<file path="config.mk">
export PLATFORM = sky130hd
export DESIGN_NAME = bank_cfg_regs
export DESIGN_NICKNAME = d
export VERILOG_FILES = /design/src/rtl/bankcfg_pkg.sv /design/src/rtl/bankcfg_group.sv /design/src/rtl/bankcfg_ews.sv /design/src/rtl/bank_cfg_regs.sv
export SDC_FILE = /design/constraint.sdc
export NUM_CORES = 1
export LEC_CHECK = 0
export BUFFER_PORTS_ARGS = -buffer_cell sky130_fd_sc_hd__buf_4
export CAP_MARGIN = 25
export CORE_MARGIN = 1
export CORE_UTILIZATION = 52
export CTS_BUF_LIST = sky130_fd_sc_hd__clkbuf_16
export DETAILED_ROUTE_END_ITERATION = 10
export HOLD_SLACK_MARGIN = 0.02
export PLACE_DENSITY_LB_ADDON = 0.15
export SETUP_SLACK_MARGIN = 0.1
export SLEW_MARGIN = 10
export SYNTH_ARGS = -nofsm -noshare
export SYNTH_HDL_FRONTEND = slang
export SYNTH_HIERARCHICAL = 1
export SYNTH_SLANG_ARGS = --single-unit
</file>
<file path="constraint.sdc">
create_clock -name clk -period 28.8 [get_ports clk]
set_clock_uncertainty 0.2 [all_clocks]
set_input_delay 4.32 -clock clk [delete_from_list [all_inputs] [get_ports clk]]
set_output_delay 4.32 -clock clk [all_outputs]
set_load 0.01 [all_outputs]
</file>
<file path="src/rtl/bankcfg_pkg.sv">
package bankcfg_pkg;
  localparam int ADDR_W        = 12;
  localparam int DATA_W        = 32;
  localparam int IDLE_W        = 4;
  localparam int WST_W         = 5;
  localparam int DLY_W         = 4;
  localparam int CTRL_W        = 8;
  localparam int STS_W         = 3;
  localparam int REGS_PER_BANK = 7;
  localparam int MW_LSB        = 6;

  typedef enum logic [2:0] {
    RI_IDLE = 3'd0,
    RI_WST1 = 3'd1,
    RI_WST2 = 3'd2,
    RI_OEN  = 3'd3,
    RI_WEN  = 3'd4,
    RI_CTRL = 3'd5,
    RI_STS  = 3'd6
  } reg_idx_e;

  typedef struct packed {
    logic     hit_bank;
    logic     hit_ews;
    logic [7:0] bank;
    reg_idx_e ridx;
  } dec_t;

  // Byte offset -> bank / register; the wait-status word follows the last bank.
  function automatic dec_t decode_offset(input logic [ADDR_W-1:0] a, input int nb);
    dec_t d;
    int   w;
    d = '0;
    w = int'(a[ADDR_W-1:2]);
    if (a[1:0] == 2'b00) begin
      if (w < nb * REGS_PER_BANK) begin
        d.hit_bank = 1'b1;
        d.bank     = 8'(w / REGS_PER_BANK);
        d.ridx     = reg_idx_e'(3'(w % REGS_PER_BANK));
      end else if (w == nb * REGS_PER_BANK) begin
        d.hit_ews = 1'b1;
      end
    end
    return d;
  endfunction

  // Sticky flags: clear by write-1, set has priority.
  function automatic logic [STS_W-1:0] sts_next(input logic [STS_W-1:0] cur,
                                                input logic [STS_W-1:0] clr,
                                                input logic [STS_W-1:0] set);
    return (cur & ~clr) | set;
  endfunction
endpackage

</file>
<file path="src/rtl/bankcfg_group.sv">
module bankcfg_group
  import bankcfg_pkg::*;
#(
  parameter logic [1:0] RST_MW = 2'b00,
  parameter bit         PIN_MW = 1'b0
) (
  input  logic              clk,
  input  logic              rst_n,
  input  logic [1:0]        boot_width_i,
  input  logic              wr_en_i,
  input  reg_idx_e          idx_i,
  input  logic [CTRL_W-1:0] wdata_i,
  input  logic [STS_W-1:0]  set_i,
  output logic [DATA_W-1:0] rd_o,
  output logic [IDLE_W-1:0] idle_o,
  output logic [WST_W-1:0]  wst1_o,
  output logic [WST_W-1:0]  wst2_o,
  output logic [DLY_W-1:0]  oen_o,
  output logic [DLY_W-1:0]  wen_o,
  output logic [CTRL_W-1:0] ctrl_o,
  output logic [STS_W-1:0]  sts_o
);
  logic [IDLE_W-1:0] idle_q;
  logic [WST_W-1:0]  wst1_q, wst2_q;
  logic [DLY_W-1:0]  oen_q, wen_q;
  logic [CTRL_W-1:0] ctrl_q;
  logic [STS_W-1:0]  sts_q;
  logic [1:0]        rst_mw;
  logic [STS_W-1:0]  sts_clr;

  assign rst_mw  = PIN_MW ? boot_width_i : RST_MW;
  assign sts_clr = (wr_en_i && idx_i == RI_STS) ? wdata_i[STS_W-1:0] : '0;

  always_ff @(posedge clk) begin
    if (!rst_n) begin
      idle_q <= '1;
      wst1_q <= '1;
      wst2_q <= '1;
      oen_q  <= '0;
      wen_q  <= '0;
      ctrl_q <= CTRL_W'({rst_mw, MW_LSB'(0)});
      sts_q  <= '0;
    end else begin
      if (wr_en_i) begin
        case (idx_i)
          RI_IDLE: idle_q <= wdata_i[IDLE_W-1:0];
          RI_WST1: wst1_q <= wdata_i[WST_W-1:0];
          RI_WST2: wst2_q <= wdata_i[WST_W-1:0];
          RI_OEN:  oen_q  <= wdata_i[DLY_W-1:0];
          RI_WEN:  wen_q  <= wdata_i[DLY_W-1:0];
          RI_CTRL: ctrl_q <= wdata_i;
          default: ;
        endcase
      end
      sts_q <= sts_next(sts_q, sts_clr, set_i);
    end
  end

  always_comb begin
    case (idx_i)
      RI_IDLE: rd_o = DATA_W'(idle_q);
      RI_WST1: rd_o = DATA_W'(wst1_q);
      RI_WST2: rd_o = DATA_W'(wst2_q);
      RI_OEN:  rd_o = DATA_W'(oen_q);
      RI_WEN:  rd_o = DATA_W'(wen_q);
      RI_CTRL: rd_o = DATA_W'(ctrl_q);
      RI_STS:  rd_o = DATA_W'(sts_q);
      default: rd_o = '0;
    endcase
  end

  assign idle_o = idle_q;
  assign wst1_o = wst1_q;
  assign wst2_o = wst2_q;
  assign oen_o  = oen_q;
  assign wen_o  = wen_q;
  assign ctrl_o = ctrl_q;
  assign sts_o  = sts_q;
endmodule

</file>
<file path="src/rtl/bankcfg_ews.sv">
module bankcfg_ews (
  input  logic clk,
  input  logic rst_n,
  input  logic early_term_i,
  input  logic wait_act_i,
  output logic armed_o,
  output logic status_o
);
  logic armed_q;

  always_ff @(posedge clk) begin
    if (!rst_n)              armed_q <= 1'b0;
    else if (early_term_i)   armed_q <= 1'b1;
    else if (!wait_act_i)    armed_q <= 1'b0;
  end

  assign armed_o  = armed_q;
  assign status_o = armed_q & wait_act_i;
endmodule

</file>
<file path="src/rtl/bank_cfg_regs.sv">
module bank_cfg_regs
  import bankcfg_pkg::*;
#(
  parameter int                NB         = 8,
  parameter logic [2*NB-1:0]   RST_MW_MAP = 16'h1A12,
  parameter int                BOOT_BANK  = NB - 1,
  localparam int               BANK_W     = $clog2(NB)
) (
  input  logic                 clk,
  input  logic                 rst_n,
  input  logic [1:0]           boot_width_i,
  input  logic                 reg_wr_i,
  input  logic [ADDR_W-1:0]    reg_addr_i,
  input  logic [DATA_W-1:0]    reg_wdata_i,
  output logic [DATA_W-1:0]    reg_rdata_o,
  input  logic [BANK_W-1:0]    evt_bank_i,
  input  logic                 evt_size_i,
  input  logic                 evt_wprot_i,
  input  logic                 evt_tout_i,
  input  logic                 early_term_i,
  input  logic                 wait_act_i,
  output logic [NB*IDLE_W-1:0] cfg_idle_o,
  output logic [NB*WST_W-1:0]  cfg_wst1_o,
  output logic [NB*WST_W-1:0]  cfg_wst2_o,
  output logic [NB*DLY_W-1:0]  cfg_oen_o,
  output logic [NB*DLY_W-1:0]  cfg_wen_o,
  output logic [NB*CTRL_W-1:0] cfg_ctrl_o
);
  dec_t              dec;
  logic [DATA_W-1:0] bank_rd [NB];
  logic [DATA_W-1:0] bank_sel_rd;
  logic [NB*STS_W-1:0] sts_flat;
  logic [NB-1:0]     sts_wr_sel;
  logic              ews_armed, ews_bit, ews_rd_hit, unmapped_hit;
  logic [STS_W-1:0]  evt_vec;
  logic              unused_wdata_hi;

  assign dec             = decode_offset(reg_addr_i, NB);
  assign ews_rd_hit      = dec.hit_ews;
  assign unmapped_hit    = !dec.hit_bank && !dec.hit_ews;
  assign evt_vec         = {evt_tout_i, evt_wprot_i, evt_size_i};
  assign unused_wdata_hi = ^reg_wdata_i[DATA_W-1:CTRL_W];

  for (genvar b = 0; b < NB; b++) begin : g_bank
    logic wr_b;
    assign wr_b          = reg_wr_i && dec.hit_bank && (dec.bank == 8'(b));
    assign sts_wr_sel[b] = wr_b && (dec.ridx == RI_STS);

    bankcfg_group #(
      .RST_MW (RST_MW_MAP[2*b +: 2]),
      .PIN_MW (b == BOOT_BANK)
    ) grp_i (
      .clk          (clk),
      .rst_n        (rst_n),
      .boot_width_i (boot_width_i),
      .wr_en_i      (wr_b),
      .idx_i        (dec.ridx),
      .wdata_i      (reg_wdata_i[CTRL_W-1:0]),
      .set_i        ((evt_bank_i == BANK_W'(b)) ? evt_vec : '0),
      .rd_o         (bank_rd[b]),
      .idle_o       (cfg_idle_o[b*IDLE_W +: IDLE_W]),
      .wst1_o       (cfg_wst1_o[b*WST_W +: WST_W]),
      .wst2_o       (cfg_wst2_o[b*WST_W +: WST_W]),
      .oen_o        (cfg_oen_o[b*DLY_W +: DLY_W]),
      .wen_o        (cfg_wen_o[b*DLY_W +: DLY_W]),
      .ctrl_o       (cfg_ctrl_o[b*CTRL_W +: CTRL_W]),
      .sts_o        (sts_flat[b*STS_W +: STS_W])
    );
  end

  bankcfg_ews ews_i (
    .clk          (clk),
    .rst_n        (rst_n),
    .early_term_i (early_term_i),
    .wait_act_i   (wait_act_i),
    .armed_o      (ews_armed),
    .status_o     (ews_bit)
  );

  always_comb begin
    bank_sel_rd = '0;
    for (int b = 0; b < NB; b++)
      if (dec.bank == 8'(b)) bank_sel_rd = bank_rd[b];
  end

  always_comb begin
    if (dec.hit_bank)     reg_rdata_o = bank_sel_rd;
    else if (dec.hit_ews) reg_rdata_o = DATA_W'(ews_bit);
    else                  reg_rdata_o = '0;
  end
endmodule

</file>
==> qor.csv, run 1 <==
metric;value;unit
die extent in y;189;um
Hold Crit Class;register to register;
multi-input combinational cell area;11000;sq um
Layout Utilization;0.594;
Period minus WS final;19000;ps
Hold Violations, Final;0;
antenna violations before repair;0;
logic depth of the worst path, buffers included;35;
Ports;329;
Post-Syn Area per Cell;8.73;sq um
Post-DP HPWL;38.1;mm
post-cts repair resize count;0;
CP required;24280;ps
Fill cells;3132;
Cell Pwr Density;42.7;nW/um^2
worst-skew pair later-pin latency;540;ps
Mapped Cells;2076;
DIE AREA;35600;sq um
Leakage Power;7.76;nW
Seq cells post-synth;265;
Max Freq;52.6;MHz
outcome;finished clean;
Via density;5.74;
sequential share of the synthesized area;0.294;
clock sinks;265;
first-pass GRT wire length;85.3;mm
relative slew slack;0.370;
CP endpoint kind;primary output;
routability cong.;0.914;
slowest CP cell;buf_4;
# DRC;0;
die width;189;um
via count;15800;
Port Buffer Count;304;
register area;5330;sq um
core box area;34500;sq um
Max clock buf depth;3;
FP Rows;68;
wire per inst;20.4;um
CTS Buf Count;29;
drt pass-1 iters;6;
cell area after synthesis;18100;sq um
max-cap viol count;0;
Worst Hold Margin;287;ps
# setup viols final;0;
async set-reset flop share out of synthesis;0;
CP peak stage delay;760;ps
slew at the pin with the worst max-slew slack;944;ps
Hold Crit Depth;2;
H-tree depth;1;
Final ANT Viol Nets;0;
Startpoint Class;primary input;
CTS Hold Buffers Added;0;
worst path arrival time;14480;ps
Yosys cell types;94;
Post-synth top flop;dfxtp_1;
synth warn;6;
count of buffer and inverter cells on the critical path;5;
setup tns final;0;ps
gate family responsible for the most delay along the worst path;compound AO/OA/AOI/OAI gates;
GRT overflow;0;
period utilisation layout;0.660;
Max FO, Critical Path;63;
layout cells sized above 1;0.209;
largest net degree at the start of global routing;133;
r2r worst-path depth;2;
CTS tree;built;
final wirelength;56.2;mm
DR iter-0 viols;1188;
CP Class;primary input to primary output;
RSZ-0062 raised after global routing;false;
Root Driver;clkbuf_16;
Max Transition Viols Final;0;
Post-synth EDFFs;2;
nets;2330;
maximum VDD drop;0.0443;mV
Initial Util;0.526;
clk slew on worst S/H paths;60;ps
GRT Util Overall;0.303;
Synth-to-Final Area Change;13.0;%
vias in the first global route;14600;
setup bufs post-CTS;0;
==> cells in the mapped netlist, types with 16 or more instances <==
library cell	n	area (sq um)
mux2_1	30	338
o21ai_0	40	200
a21boi_0	51	383
nor2b_1	92	576
a221oi_1	23	201
nand2_1	269	1010
o221a_2	21	236
buf_4	197	1480
dfxtp_1	263	5270
and4bb_2	23	288
buf_2	61	305
and3_1	46	288
clkbuf_1	56	210
mux2i_1	260	2600
inv_1	56	210
a22oi_1	37	278
nand3_1	46	230
mux2_2	20	225
nand4b_1	18	158
nand2b_1	16	100
a31oi_1	29	181
o221ai_1	27	236
a21oi_1	59	295
buf_6	30	338
a222oi_1	28	280
and2_1	25	156
nor2_1	59	221
==> path summary, 6_finish.rpt <==
kind / startpoint / to / slack (ps)
min reg2reg: g_bank[6].grp_i/ctrl_o[1] / g_bank[6].grp_i/ctrl_o[1] / 290
min: g_bank[6].grp_i/ctrl_o[1] / g_bank[6].grp_i/ctrl_o[1] / 290
max reg2reg: g_bank[2].grp_i/ctrl_o[7] / g_bank[2].grp_i/ctrl_o[7] / 27850
max: reg_addr_i[10] / reg_rdata_o[0] / 9800
==> layout by cell type, fill, tap and decap left out, types with 46 or more instances in the layout <==
cell type,count
a21boi_0,51
a21oi_1,57
and3_1,46
buf_4,326
conb_1,192
dfxtp_1,263
inv_1,60
mux2i_1,260
nand2_1,269
nand3_1,46
nor2_1,56
nor2b_1,92
==> power breakdown <==
part,switching (W),internal [W]
Combinational,0.0000938,0.0000479
Sequential,0.000000793,0.000368
Clock,0.000153,0.000210
==> worst register-to-register path, stage by stage (launching register included) <==
cell      delay [ps]
dfxtp_1          390
nand2_1           80
a21boi_0         200
==> per-stage QoR <==
step	total power, W	area (sq um)	std cells	worst slack, ps
after floorplan	0.000505	18800	2260	11720
after global placement	0.000514	19500	2690	10110
after detailed placement	0.000515	19600	2693	10070
after CTS	0.000874	20500	2745	10030
after global routing	0.000904	20500	2746	9260
final	0.000874	20500	2747	9800
==> per-layer routing <==
metal | GRT usage | vias to the layer above | part of all wire
li1 | - | 7510 | -
met1 | 0.394 | 7605 | 0.42
met2 | 0.488 | 540 | 0.46
met3 | 0.0648 | 103 | 0.077
met4 | 0.123 | 0 | 0.041
met5 | 0 | - | 0
==> logic make-up (layout without fill, tap and decap cells) <==
| family | after synthesis | after routing | share of synthesized area |
|---|---|---|---|
| AOI/OAI and AO/OA | 413 | 413 | 0.177 |
| muxes | 310 | 310 | 0.175 |
| adders and majority gates | 4 | 4 | 0.00262 |
| DFF | 265 | 265 | 0.294 |
| other | 8 | 193 | 0.00166 |
| and+or+nand+nor | 664 | 664 | 0.205 |
| buffers and inverters | 407 | 438 | 0.142 |
| xor gates and xnor gates | 5 | 5 | 0.00242 |
==> flip-flops by register name, indices dropped and copies added (netlist names) <==
| register | count |
|---|---|
| g_bank.grp_i/ctrl_o | 64 |
| g_bank.grp_i/wst1_o | 40 |
| g_bank.grp_i/wst2_o | 40 |
| g_bank.grp_i/idle_o | 32 |
| g_bank.grp_i/oen_o | 32 |
| g_bank.grp_i/wen_o | 32 |
| g_bank.grp_i/sts_o | 24 |
| ews_i/armed_o | 1 |
==> cell type report <==
class	count	share of cell area
antenna	1	0.000122
clock buffer	31	0.0379
clock inverter	21	0.00703
inverter	56	0.0103
multi-input combinational	1588	0.535
sequential	265	0.260
tap	455	0.0278
timing repair buffer	330	0.122
(Power assumes the default switching activity.)
==> run 2, diff against run 1 <==
- ABC_AREA: default -> 1
- clock period: 28.8 -> 16.85 ns (I/O delays scaled with it)
==> qor.csv, run 2 <==
metric;value;unit
clk slew on worst S/H paths;60;ps
CP Class;primary input to primary output;
CP required;14120;ps
GRT Util Overall;0.309;
drt pass-1 iters;7;
vias in the first global route;16700;
cell area after synthesis;17600;sq um
met1 usage;0.386;
Synth-to-Final Area Change;15.5;%
Hold Violations, Final;0;
Mapped Cells;2840;
max reg flops;64;
Post-Synth Adder-Cell Area;0.00213;
Post-DP HPWL;37.9;mm
Yosys top cell by area;dfxtp_1;
H-tree depth;1;
most common cell after layout, fill and taps aside;nand2_1;
post-cts repair resize count;0;
clock sinks;265;
hold path start;g_bank[7].grp_i/ctrl_o[1];
met3 Usage GRT;0.0557;
reg-to-reg endpoint;g_bank[6].grp_i/wen_o[0];
Ports;329;
Max clock buf depth;3;
fraction of synthesized cell area in xor and xnor cells;0.00149;
most frequent cells in the layout;775 x nand2_1, 362 x nor2_1, 318 x buf_4;
Startpoint Class;primary input;
slew at the pin with the worst max-slew slack;1000;ps
sequential share of the synthesized area;0.302;
Hold Crit Class;register to register;
via count;18200;
maximum VDD drop;0.0733;mV
largest family of logic cells by synthesized area;simple AND/OR/NAND/NOR gates;
period utilisation layout;0.736;
die width;186;um
Max Freq;80.7;MHz
Port Buffer Count;303;
routability cong.;0.940;
Cell Pwr Density;71.5;nW/um^2
Hold Crit Depth;2;
Synth top area share;0.299;
Initial Util;0.527;
worst-skew pair later-pin latency;550;ps
Post-synth EDFFs;2;
Post-synth top flop;dfxtp_1;
outcome;finished clean;
slowest CP cell;buf_4;
worst path arrival time;9670;ps
core box area;33400;sq um
post-route design area;20400;sq um
Max FO, Critical Path;50;
CP peak stage delay;640;ps
antenna violations before repair;1;
max-cap viol count;0;
post-placement cell area;19400;sq um
Via density;5.12;
CTS tree;built;
# setup viols final;0;
largest net degree at the start of global routing;141;
top cells by area, synth;dfxtp_1 30%, nand2_1 16%, buf_4 8.9%;
Yosys cell types;42;
r2r worst-path depth;2;
post-synthesis compound-gate area fraction;0.0820;
Worst Hold Margin;266;ps
RR Startpoint;g_bank[6].grp_i/wen_o[0];
FP Rows;67;
RSZ-0062 raised after global routing;false;
final wirelength;55.0;mm
grt met2 use;0.514;
die extent in y;186;um
setup tns final;0;ps
Root Driver;clkbuf_16;
DIE AREA;34600;sq um
Seq cells post-synth;265;
wire per inst;15.4;um
GRT overflow;0;
setup bufs post-CTS;0;
Period minus WS final;12400;ps
Diodes inserted;0;
GR peak layer;met2;
Leakage Power;10.6;nW
Post-Syn Area per Cell;6.21;sq um
Post-synth top cells;775 x nand2_1, 364 x nor2_1, 306 x inv_1;
layout cells sized above 1;0.170;
top-count cell post-synth;nand2_1;
CP endpoint kind;primary output;
first-pass GRT wire length;85.2;mm
most used cell along the critical path;nand2_1;
Endpoint, Worst Hold;g_bank[7].grp_i/ctrl_o[1];
synth warn;6;
Max Transition Viols Final;0;
simple-gate area share of the yosys netlist;0.423;
r2r setup slk;15930;ps
Final ANT Viol Nets;0;
nets;3153;
# DRC;0;
relative slew slack;0.331;
multiplexer area fraction after synthesis;0;
DR iter-0 viols;1325;
CTS Buf Count;28;
async set-reset flop share out of synthesis;0;
CTS Hold Buffers Added;0;
## run 2: cell types whose count changed after synthesis, sizes merged, moves of 50 or more
cell,before,now
nand4,4,110
nor2,61,403
o21ai,44,161
mux2i,260,0
inv,56,362
a21boi,52,0
nor2b,92,0
nand2,270,797
mux2,50,0
nand3,46,309
## run 2: worst max-delay path: cells and delay by family
family / cells / cell delay [ps]
xor+xnor: 1 / 240
simple gates: 28 / 3700
fa+ha+maj: 3 / 610
buf+inv: 8 / 1700
compound gates: 5 / 820
## run 2: cell families after synthesis
family,count (synthesis)
buf+inv,645
simple gates,1642
compound gates,274
flops,265
xor+xnor,3
other cells,8
fa+ha+maj,3
## run 2: worst max-delay path by stage
stage | start | end | cells past startpoint
after detailed placement | reg_addr_i[9] | reg_rdata_o[0] | 44
final | reg_addr_i[9] | reg_rdata_o[0] | 45
after CTS | reg_addr_i[9] | reg_rdata_o[0] | 44
after global routing | reg_addr_i[9] | reg_rdata_o[0] | 43
after global placement | reg_addr_i[9] | reg_rdata_o[0] | 43
after floorplan | reg_addr_i[9] | reg_rdata_o[0] | 45
## run 2: metal layers
layer  wire length, um  vias up
met4              2420        2
li1                  -     9127
met2             25600      683
met5                17        -
met1             22800     8299
met3              4220      132
## run 2: power by group
part           leakage [nW]  internal [W]  switching (W)
clock                 0.496      0.000403       0.000266
combinational          7.95     0.0000439       0.000113
sequential             2.14      0.000630     0.00000146
total                  10.6       0.00108       0.000380
## run 2: metrics by stage
stage           util  total power [W]  setup WS, ps  std cells
6_report       0.609          0.00146          4450       3563
3_3_place_gp   0.579         0.000795          4610       3511
3_5_place_dp   0.579         0.000798          4460       3511
2_1_floorplan      -         0.000784          4260       3024
5_1_grt        0.609          0.00151          3700       3563
4_1_cts        0.609          0.00146          4450       3563
## run 2: area by class of cell
type / instances / area [sq um]
clock inverter: 23 / 265
multi-input combinational: 2114 / 9720
inverter: 365 / 1370
clock buffer: 29 / 726
fill: 3221 / 13100
sequential: 265 / 5330
timing repair buffer: 319 / 2400
tap: 448 / 561
